<file path="src/rtl/gate_seq.sv">
module gate_seq #(
  parameter int DEAD_CYC = 4
) (
  input  logic       clk,
  input  logic       rst_n,
  input  logic       en,
  input  logic [1:0] pwm_lvl,
  input  logic       zc_pos,
  input  logic       hs_off,
  input  logic       ls_off,
  output logic       hs_gate,
  output logic       ls_gate
);
  localparam int CW = (DEAD_CYC < 2) ? 1 : $clog2(DEAD_CYC);
  localparam logic [CW-1:0] LAST = CW'(DEAD_CYC - 1);

  typedef enum logic [1:0] {T_NONE, T_LS, T_HS} tgt_t;

  tgt_t tgt, tgt_q;
  logic hs_q, ls_q;
  logic [CW-1:0] cnt;
  logic same;

  always_comb begin
    if (!en)            tgt = T_NONE;
    else if (pwm_lvl[1]) tgt = T_HS;
    else if (pwm_lvl[0]) tgt = zc_pos ? T_LS : T_NONE;
    else                 tgt = T_LS;
  end

  assign same = (tgt == tgt_q);

  always_ff @(posedge clk) begin
    if (!rst_n) begin
      tgt_q <= T_NONE;
      hs_q  <= 1'b0;
      ls_q  <= 1'b0;
      cnt   <= '0;
    end else begin
      tgt_q <= tgt;
      case (tgt)
        T_HS: begin
          ls_q <= 1'b0;
          if (!hs_q) begin
            if (same && !ls_q && ls_off) begin
              if (cnt == LAST) begin
                hs_q <= 1'b1;
                cnt  <= '0;
              end else cnt <= cnt + 1'b1;
            end else cnt <= '0;
          end
        end
        T_LS: begin
          hs_q <= 1'b0;
          if (!ls_q) begin
            if (same && !hs_q && hs_off) begin
              if (cnt == LAST) begin
                ls_q <= 1'b1;
                cnt  <= '0;
              end else cnt <= cnt + 1'b1;
            end else cnt <= '0;
          end
        end
        default: begin
          hs_q <= 1'b0;
          ls_q <= 1'b0;
          cnt  <= '0;
        end
      endcase
    end
  end

  assign hs_gate = hs_q;
  assign ls_gate = ls_q;
endmodule


</file>
<file path="config.mk">
export PLATFORM = sky130hd
export DESIGN_NAME = gate_seq
export DESIGN_NICKNAME = d
export VERILOG_FILES = /design/src/rtl/gate_seq.sv
export SDC_FILE = /design/constraint.sdc
export NUM_CORES = 1
export LEC_CHECK = 0
export BUFFER_PORTS_ARGS = -buffer_cell sky130_fd_sc_hd__buf_2
export CORE_AREA = 2 2 39 41
export DETAILED_ROUTE_END_ITERATION = 12
export DIE_AREA = 0 0 41 43
export GPL_TIMING_DRIVEN = 0
export SLEW_MARGIN = 10
export SYNTH_ARGS = -nofsm -noshare
export SYNTH_HDL_FRONTEND = slang
export SYNTH_SLANG_ARGS = --single-unit
</file>
<file path="constraint.sdc">
create_clock -name clk -period 3.4 [get_ports clk]
set_input_delay 0 -clock clk [delete_from_list [all_inputs] [get_ports clk]]
set_output_delay 0 -clock clk [all_outputs]
set_load 0.01 [all_outputs]
</file>
==> results_dict.tcl, run 1 <==
set metrics [dict create \
    wl_per_cell_um 11.18 \
    core_area_um2 1384 \
    tns_ps 0 \
    cts_tree "built" \
    antenna_found_initial 0 \
    synthTopCellsByCount "6 x dfxtp_1, 3 x nor2b_1" \
    grt_usage 0.1026 \
    critPathMaxStageDelay_ps 380 \
    rsz0062_at_grt "false" \
    synth-edff-count 0 \
    crit_type "reg -> reg" \
    antenna_cells 0 \
    clk_path_buf_depth 2 \
    postLayoutCellArea_um2 434.2 \
    post-route-period-util 0.3957 \
    ir_worst_vdd_uv 149.7 \
    grt_pass1_vias 285 \
    overflow 0 \
    synth_compound_area_frac 0.2349 \
    place.gp.congestion 0.8332 \
    synthCells 34 \
    cp-end-kind "flip-flop" \
    fin_nets 56 \
    hold_path_class "in -> reg" \
    clk_latency_ps 250 \
    seq_area_frac_synth 0.3416 \
    period_minus_slack_ps 1345 \
    synth_area_leaders "dfxtp_1 34%, o31ai_4 6.0%, nor2b_1 5.3%, and2b_2 5.0%, nand4b_1 5.0%" \
    cp-start-kind "flip-flop" \
    ys_seq_elements 6 \
    root_buffer "clkbuf_4" \
    crit_chain "nand2_2 -> mux2_4 -> o31ai_4 -> o211ai_2 -> o31ai_2" \
    drt_wl_total_um 682 \
    synth_fa_ha_area_frac 0.03559 \
    muxShareOfSynthArea 0.04270 \
    power.density_nw_per_um2 370.9 \
    htree_levels 1 \
    clk_pin_slew_worst_paths_ps 50 \
    initial_core_util 0.2541 \
    grt_first_pass_wirelength_mm 1.179 \
    synth_flop_cell "dfxtp_1" \
    finalClockSkew_ps 3.982 \
    drt_iter0_drc 4 \
    placed_area_um2 411.6 \
    synth-simple-area-share 0.3025 \
    slew_headroom 0.8369 \
    post_cts_resize_count 0 \
    place_hpwl_um 512.9 \
    cap_violations 0 \
    drive_gt1_frac 0.4667 \
    tightest_slew_ps 244.6 \
    fp.dieH_um 43 \
    via_count 291 \
    area_growth_syn_to_layout_pct 23.49 \
    synth_top_family_by_area "simple AND/OR/NAND/NOR gates" \
    die_area_um2 1763 \
    ys_warn_count 0 \
    final_antenna_net_count 0 \
    cts_setup_buffers 0 \
    hold_buffers 0 \
    numCtsBuffers 3 \
    final-setup-viol-count 0 \
    viasPerCell 4.770 \
    fmax_mhz 743.2 \
    final-max-slew-violation-count 0 \
    die_w_um 41 \
    port_buffers 8 \
    cts_sinks 6 \
    rows 14 \
    synth_cell_types 22 \
    dr.pass1.iters 2 \
    synthXorXnorAreaFrac 0 \
    route.detailed.drc 0 \
    ioPinCount 10 \
    avgSynthCellArea_um2 10.34 \
    synth.most_common_cell "dfxtp_1" \
    async_reset_ff_frac 0 \
    status "finished clean" \
    leakage_nw 0.1859 \
    synth_nets 43 \
    synth_top_area_frac 0.3416 \
    grt_max_degree 9 \
    critPathArrivalTime_ps 1510 \
    synth_area_leader_cell "dfxtp_1" \
    hold_viol 0 \
    crit_path_top_delay_cell "dfxtp_1" \
    syn_area_um2 351.6 \
    critPathMaxFanout 4 \
    worst-endpoint-required_ps 3560 \
]
==> layout by cell type (no fill, tap or decap) <==
| master | count |
|---|---|
| nand4_1 | 2 |
| buf_2 | 8 |
| o31ai_4 | 1 |
| nand2_1 | 1 |
| a22o_1 | 1 |
| nand2b_4 | 1 |
| o211ai_2 | 1 |
| buf_4 | 1 |
| inv_1 | 2 |
| o31a_2 | 1 |
| mux2_4 | 1 |
| nor2b_1 | 3 |
| nor2_1 | 1 |
| nand2_2 | 1 |
| a31oi_1 | 2 |
| and3_1 | 1 |
| and2_1 | 1 |
| clkbuf_4 | 3 |
| o31ai_2 | 1 |
| o21ai_1 | 1 |
| nand4b_1 | 2 |
| and2b_2 | 2 |
| ha_1 | 1 |
| dfxtp_1 | 6 |
==> registers in the layout, indices dropped and copies added (netlist names) <==
name,count
ls_gate,1
tgt_q,2
hs_gate,1
cnt,2
==> power by group <==
group	switching [mW]	leakage (nW)	internal [mW]
Combinational	0.00955	0.123	0.0110
Clock	0.0271	0.0138	0.0400
Sequential	0.00152	0.0487	0.0719
Total	0.0381	0.186	0.123
==> final cells by class <==
class | instances | area [um2]
plain buffers | 1 | 7.507
repair buffers | 8 | 40.04
inverters | 2 | 7.507
flip-flops and latches | 6 | 120.1
clock buffers | 3 | 22.52
multi-input cells | 25 | 216.5
fillers | 151 | 949.7
well taps | 16 | 20.02
==> final timing paths <==
| kind | slack, ps | depth (start not counted) | from | to |
|---|---|---|---|---|
| worst min register to register | 480 | 2 | cnt[1] | cnt[1] |
| worst min-delay path | 70 | 3 | rst_n | cnt[1] |
| worst max register to register | 2050 | 5 | tgt_q[0] | cnt[0] |
| worst max-delay path | 2050 | 5 | tgt_q[0] | cnt[0] |
==> metal layers <==
metal | wire length, um | track usage
met1 | 334 | 0.1294
met2 | 304 | 0.1375
met3 | 31 | 0.03141
met4 | 12 | 0.08000
met5 | 0 | 0
==> cells by family after synthesis <==
group / Yosys count
mux: 1
flops: 6
compound gates: 8
simple gates: 15
buf+inv: 3
fa+ha+maj: 1
==> worst max-delay path, delay by kind of cell, from the launching register on <==
family / cells / cell delay (ps)
multiplexers: 1 / 270
AND/OR/NAND/NOR: 1 / 60
flip-flops: 1 / 380
AO/OA/AOI/OAI: 3 / 560
==> metrics by stage <==
stage,util,setup WS (ps),std cells,power (mW),hold WS [ps]
final,0.3137,2055,61,0.1610,66.90
after global routing,0.3137,1945,61,0.1690,93.55
after CTS,0.3137,2035,61,0.1645,59.89
after detailed placement,0.2975,2053,58,0.09542,321.3
after global placement,0.2975,2077,58,0.09488,317.3
after floorplan,-,2161,34,0.08817,164.1
No activity file was read; power rests on OpenSTA's default activity.
==> run 2, diff against run 1 <==
==> constraint.sdc (replaced) <==
create_clock -name clk -period 1.3 [get_ports clk]
set_input_delay 0 -clock clk [delete_from_list [all_inputs] [get_ports clk]]
set_output_delay 0 -clock clk [all_outputs]
set_load 0.01 [all_outputs]
==> run 2 against run 1 <==
Effect of this change:
- hold slack improved by 1.1 ps
- die area stayed put
- clock power grew to 2.6 times the previous value
- highest routed layer unchanged
- sequential power rose to 2.6 times the previous value
- first-iteration DRC count stayed put
- combinational power grew to 2.9 times the previous value
- design area grew 3.7%
- final cell count rose by 3.3%
- fmax up 3.7%
- non-clock buffer count increased by 2
- largest power group unchanged
==> results_dict.tcl, run 2 (synthesis gave the netlist of run 1 again) <==
set metrics [dict create \
    met2_usage 0.1344 \
    die_area_um2 1763 \
    place.gp.congestion 0.8332 \
    tightest_slew_ps 248.3 \
    grt_first_pass_wirelength_mm 1.159 \
    ioPinCount 10 \
    leakage_nw 0.1964 \
    cap_violations 0 \
    grt_pass1_vias 279 \
    drt_wl_total_um 710 \
    clk_path_buf_depth 2 \
    clk_latency_ps 250 \
    hp-start "rst_n" \
    place_hpwl_um 512.9 \
    hold_viol 0 \
    route.detailed.drc 0 \
    fmax_mhz 771.0 \
    dp_cells 58 \
    whs_endpoint "cnt[1]" \
    finalClockSkew_ps 3.924 \
    final-setup-viol-count 0 \
    numCtsBuffers 3 \
    fillers 151 \
    status "finished clean" \
    grtUsageMet1 0.1327 \
    antenna_cells 0 \
    cts_tree "built" \
    hold_path_class "in -> reg" \
    r2r_start "tgt_q[0]" \
    via_count 300 \
    post-route-util 0.3255 \
    port_buffers 8 \
    clk_pin_slew_worst_paths_ps 50 \
    cp-start-kind "flip-flop" \
    post-route-period-util 0.9977 \
    power.density_nw_per_um2 949.6 \
    ff2ff_path_depth 5 \
    placed_area_um2 411.6 \
    final_antenna_net_count 0 \
    fin_nets 58 \
    grt_max_degree 9 \
    met3_usage 0.03141 \
    rows 14 \
    overflow 0 \
    crit_type "reg -> reg" \
    rsz0062_at_grt "true" \
    slew_headroom 0.8345 \
    postLayoutCellArea_um2 450.4 \
    root_buffer "clkbuf_4" \
    wl_per_cell_um 11.27 \
    initial_core_util 0.2541 \
    area_growth_syn_to_layout_pct 28.11 \
    critPathArrivalTime_ps 1460 \
    drive_gt1_frac 0.5106 \
    antenna_found_initial 0 \
    htree_levels 1 \
    viasPerCell 4.762 \
    r2r_slack_ps 3 \
    ir_worst_vdd_uv 392.2 \
    worstReg2RegEnd "cnt[0]" \
    dr.pass1.iters 2 \
    grt_usage 0.1026 \
    final-max-slew-violation-count 0 \
    layout_common_cells "8 x buf_2, 5 x dfxtp_1, 3 x buf_4, 3 x nor2b_1, 3 x clkbuf_4" \
    die_w_um 41 \
    min_path_cells 3 \
    final_common_cell "buf_2" \
    critPathMaxFanout 3 \
    drt_iter0_drc 4 \
    period_minus_slack_ps 1297 \
    cts_sinks 6 \
    worst-endpoint-required_ps 1460 \
    largest_registers "cnt: 2 flops, tgt_q: 2 flops" \
    fp.dieH_um 43 \
    grt-busiest-layer "met2" \
    layout.cells.non_filler 63 \
    core_area_um2 1384 \
    hold_buffers 0 \
    cp-end-kind "flip-flop" \
]
==> run 2: critical path, stage by stage (launching register included) <==
cell and delay [ps]:
dfxtp_2 340, nand2_2 50, mux2_4 270, o31ai_4 230, o211ai_2 150, o31ai_2 180
==> run 2: through the flow <==
stage / hold WS [ps] / TNS, ps / worst slack (ps) / total power [mW]
after global routing: 92.46 / -131.6 / -93.58 / 0.4489
after detailed placement: 321.3 / -46.85 / -46.85 / 0.2496
after global placement: 317.3 / -22.82 / -22.82 / 0.2482
final: 67.98 / 0 / 3.019 / 0.4277
after CTS: 59.89 / -18.31 / -18.31 / 0.4305
after floorplan: 164.1 / 0 / 60.51 / 0.2306
==> run 2: cell type report <==
class | instances | area [um2] | share of cell area
Multi-Input combinational cell | 25 | 216.5 | 0.4806
Sequential cell | 6 | 121.4 | 0.2694
Timing Repair Buffer | 10 | 55.05 | 0.1222
Clock buffer | 3 | 22.52 | 0.05000
Tap cell | 16 | 20.02 | 0.04444
Buffer | 1 | 7.507 | 0.01667
Inverter | 2 | 7.507 | 0.01667
==> run 2: report_power, final <==
group	internal, mW	leakage (nW)	switching (mW)	total, mW
Combinational	0.0336	0.134	0.0267	0.0603
Clock	0.105	0.0138	0.0708	0.175
Sequential	0.188	0.0491	0.00360	0.192
==> run 2: what timing repair did <==
item,in CTS,in global routing
cloned,0,0
gates resized for setup,1,0
setup endpoints to repair,2,2
buffers inserted,0,2
pin swaps,1,1
hold endpoints to repair,0,0
==> run 2: worst max-delay path by stage <==
stage,cells past startpoint,to,start,slack (ps)
after CTS,5,cnt[0],tgt_q[0],-20
after detailed placement,5,cnt[0],tgt_q[0],-50
final,5,cnt[0],tgt_q[0],3
after global routing,5,cnt[0],tgt_q[0],-90
after global placement,5,cnt[0],tgt_q[0],-20
after floorplan,5,cnt[0],tgt_q[0],60
==> run 2: layer usage <==
layer	part of all wire	wire length, um
met1	0.49	351
met2	0.45	322
met3	0.034	24
met4	0.017	12
met5	0	0
==> run 3, diff against run 2 <==
--- a/config.mk
+++ b/config.mk
@@ -5,7 +5,7 @@
 export SDC_FILE = /design/constraint.sdc
 export NUM_CORES = 1
 export LEC_CHECK = 0
-export BUFFER_PORTS_ARGS = -buffer_cell sky130_fd_sc_hd__buf_2
+export BUFFER_PORTS_ARGS = -buffer_cell sky130_fd_sc_hd__clkbuf_2
 export CORE_AREA = 2 2 39 41
 export DETAILED_ROUTE_END_ITERATION = 12
 export DIE_AREA = 0 0 41 43
==> run 3 against run 2 <==
Effect of this change:
- the flow now finishes with violations (negative setup slack)
- register-to-register slack about the same
- routed wire length decreased by 12%
- utilization decreased by 1.1 points
- final cell count decreased by 3.2%
- power decreased by 2.3%
- fmax decreased by 0.86%
- design area decreased by 3.3%
- critical path type unchanged
==> results_dict.tcl, run 3 (synthesis gave the netlist of run 1 again) <==
set metrics [dict create \
    r2r_slack_ps -8 \
    final_common_cell "clkbuf_2" \
    grt_usage 0.09658 \
    layout_common_cells "8 x clkbuf_2, 5 x dfxtp_1, 3 x nor2b_1, 3 x clkbuf_4" \
    dr.pass1.iters 4 \
    grt_pass1_vias 272 \
    largest_registers "cnt: 2 flops, tgt_q: 2 flops" \
    cts_tree "built" \
    critPathMaxStageDelay_ps 340 \
    die_w_um 41 \
    root_buffer "clkbuf_4" \
    period_minus_slack_ps 1308 \
    grt_max_degree 9 \
    leakage_nw 0.1857 \
    die_area_um2 1763 \
    power.density_nw_per_um2 959.7 \
    antenna_cells 0 \
    grt_first_pass_wirelength_mm 1.083 \
    place_hpwl_um 471 \
    cts_setup_buffers 0 \
    final-setup-viol-count 1 \
    hp-start "rst_n" \
    critPathArrivalTime_ps 1470 \
    violations "negative setup slack" \
    timing.final.ws_setup_ps -8.188 \
    route.detailed.drc 0 \
    drive_gt1_frac 0.4889 \
    overflow 0 \
    slew_headroom 0.8275 \
    r2r_start "tgt_q[0]" \
    place_ws_ps -28.59 \
    ir_worst_vdd_uv 358.6 \
    post_cts_resize_count 1 \
    clk_pin_slew_worst_paths_ps 50 \
    rows 14 \
    ff2ff_path_depth 5 \
    critPathMaxFanout 4 \
    core_area_um2 1384 \
    numCtsBuffers 3 \
    cp-end-kind "flip-flop" \
    fmax_mhz 764.4 \
    crit_path_top_delay_cell "dfxtp_2" \
    fp.dieH_um 43 \
    whs_endpoint "cnt[1]" \
    area_growth_syn_to_layout_pct 23.84 \
    clk_path_buf_depth 2 \
    final-max-slew-violation-count 0 \
    antenna_found_initial 0 \
    cts_sinks 6 \
    rsz0062_at_grt "true" \
    tightest_slew_ps 258.8 \
    drt_iter0_drc 13 \
    clk_latency_ps 250 \
    port_buffers 8 \
    final_antenna_net_count 0 \
    post-route-period-util 1.006 \
    min_path_cells 3 \
    hold_buffers 0 \
    worstReg2RegEnd "cnt[0]" \
    ioPinCount 10 \
    status "complete, but fails checks" \
    worst-endpoint-required_ps 1470 \
    cap_violations 0 \
    initial_core_util 0.2541 \
    hold_viol 0 \
    hold_path_class "in -> reg" \
    place.gp.congestion 0.8137 \
    finalClockSkew_ps 6.021 \
    crit_type "reg -> reg" \
    fin_nets 56 \
    cp-start-kind "flip-flop" \
    crit_chain "nand2_2 -> mux2_4 -> o31ai_4 -> o211ai_2 -> o31ai_2" \
    drt_wl_total_um 628 \
    viasPerCell 4.836 \
    via_count 295 \
    wl_per_cell_um 10.30 \
    htree_levels 1 \
    tns_ps -8.188 \
]
-- run 3: metrics by stage --
| stage | utilization | cell area, um2 | instances | power, mW | hold WS, ps |
|---|---|---|---|---|---|
| global route | 0.3146 | 435.4 | 61 | 0.4436 | 80.41 |
| detailed placement | 0.2975 | 411.6 | 58 | 0.2489 | 309.8 |
| floorplan | - | 351.6 | 34 | 0.2306 | 164.1 |
| global placement | 0.2975 | 411.6 | 58 | 0.2482 | 312.3 |
| CTS | 0.3146 | 435.4 | 61 | 0.4282 | 45.25 |
| finish | 0.3146 | 435.4 | 61 | 0.4178 | 51.22 |
-- run 3: how the worst max path moves through the flow --
stage | start | to | slack, ps | cells past startpoint
after global routing | tgt_q[0] | cnt[0] | -80 | 5
after floorplan | tgt_q[0] | cnt[0] | 60 | 5
final | tgt_q[0] | cnt[0] | -8 | 5
after global placement | tgt_q[0] | cnt[0] | -30 | 5
after CTS | tgt_q[0] | cnt[0] | 5 | 5
after detailed placement | tgt_q[0] | cnt[0] | -30 | 5
-- run 3: critical path: cells and delay by family, from the launching register on --
kind	cells	cell delay (ps)
multiplexers	1	260
AND/OR/NAND/NOR	1	50
flip-flops	1	340
AO/OA/AOI/OAI	3	580
-- run 3: layer usage --
metal  track usage  share of wire
met2        0.1219           0.43
met5             0              0
met1        0.1262           0.51
met4       0.08000          0.013
met3       0.03141          0.046
-- run 3: area by class of cell --
type | count | area [um2]
buffer | 1 | 7.507
inverter | 2 | 7.507
clock buffer | 3 | 22.52
timing repair buffer | 8 | 40.04
tap | 16 | 20.02
multi-input combinational | 25 | 216.5
sequential | 6 | 121.4
fill | 134 | 948.4
-- run 3: power by group --
part | total [mW] | internal (mW) | switching (mW)
logic | 0.0534 | 0.0286 | 0.0248
registers | 0.192 | 0.188 | 0.00369
clock network | 0.172 | 0.104 | 0.0678
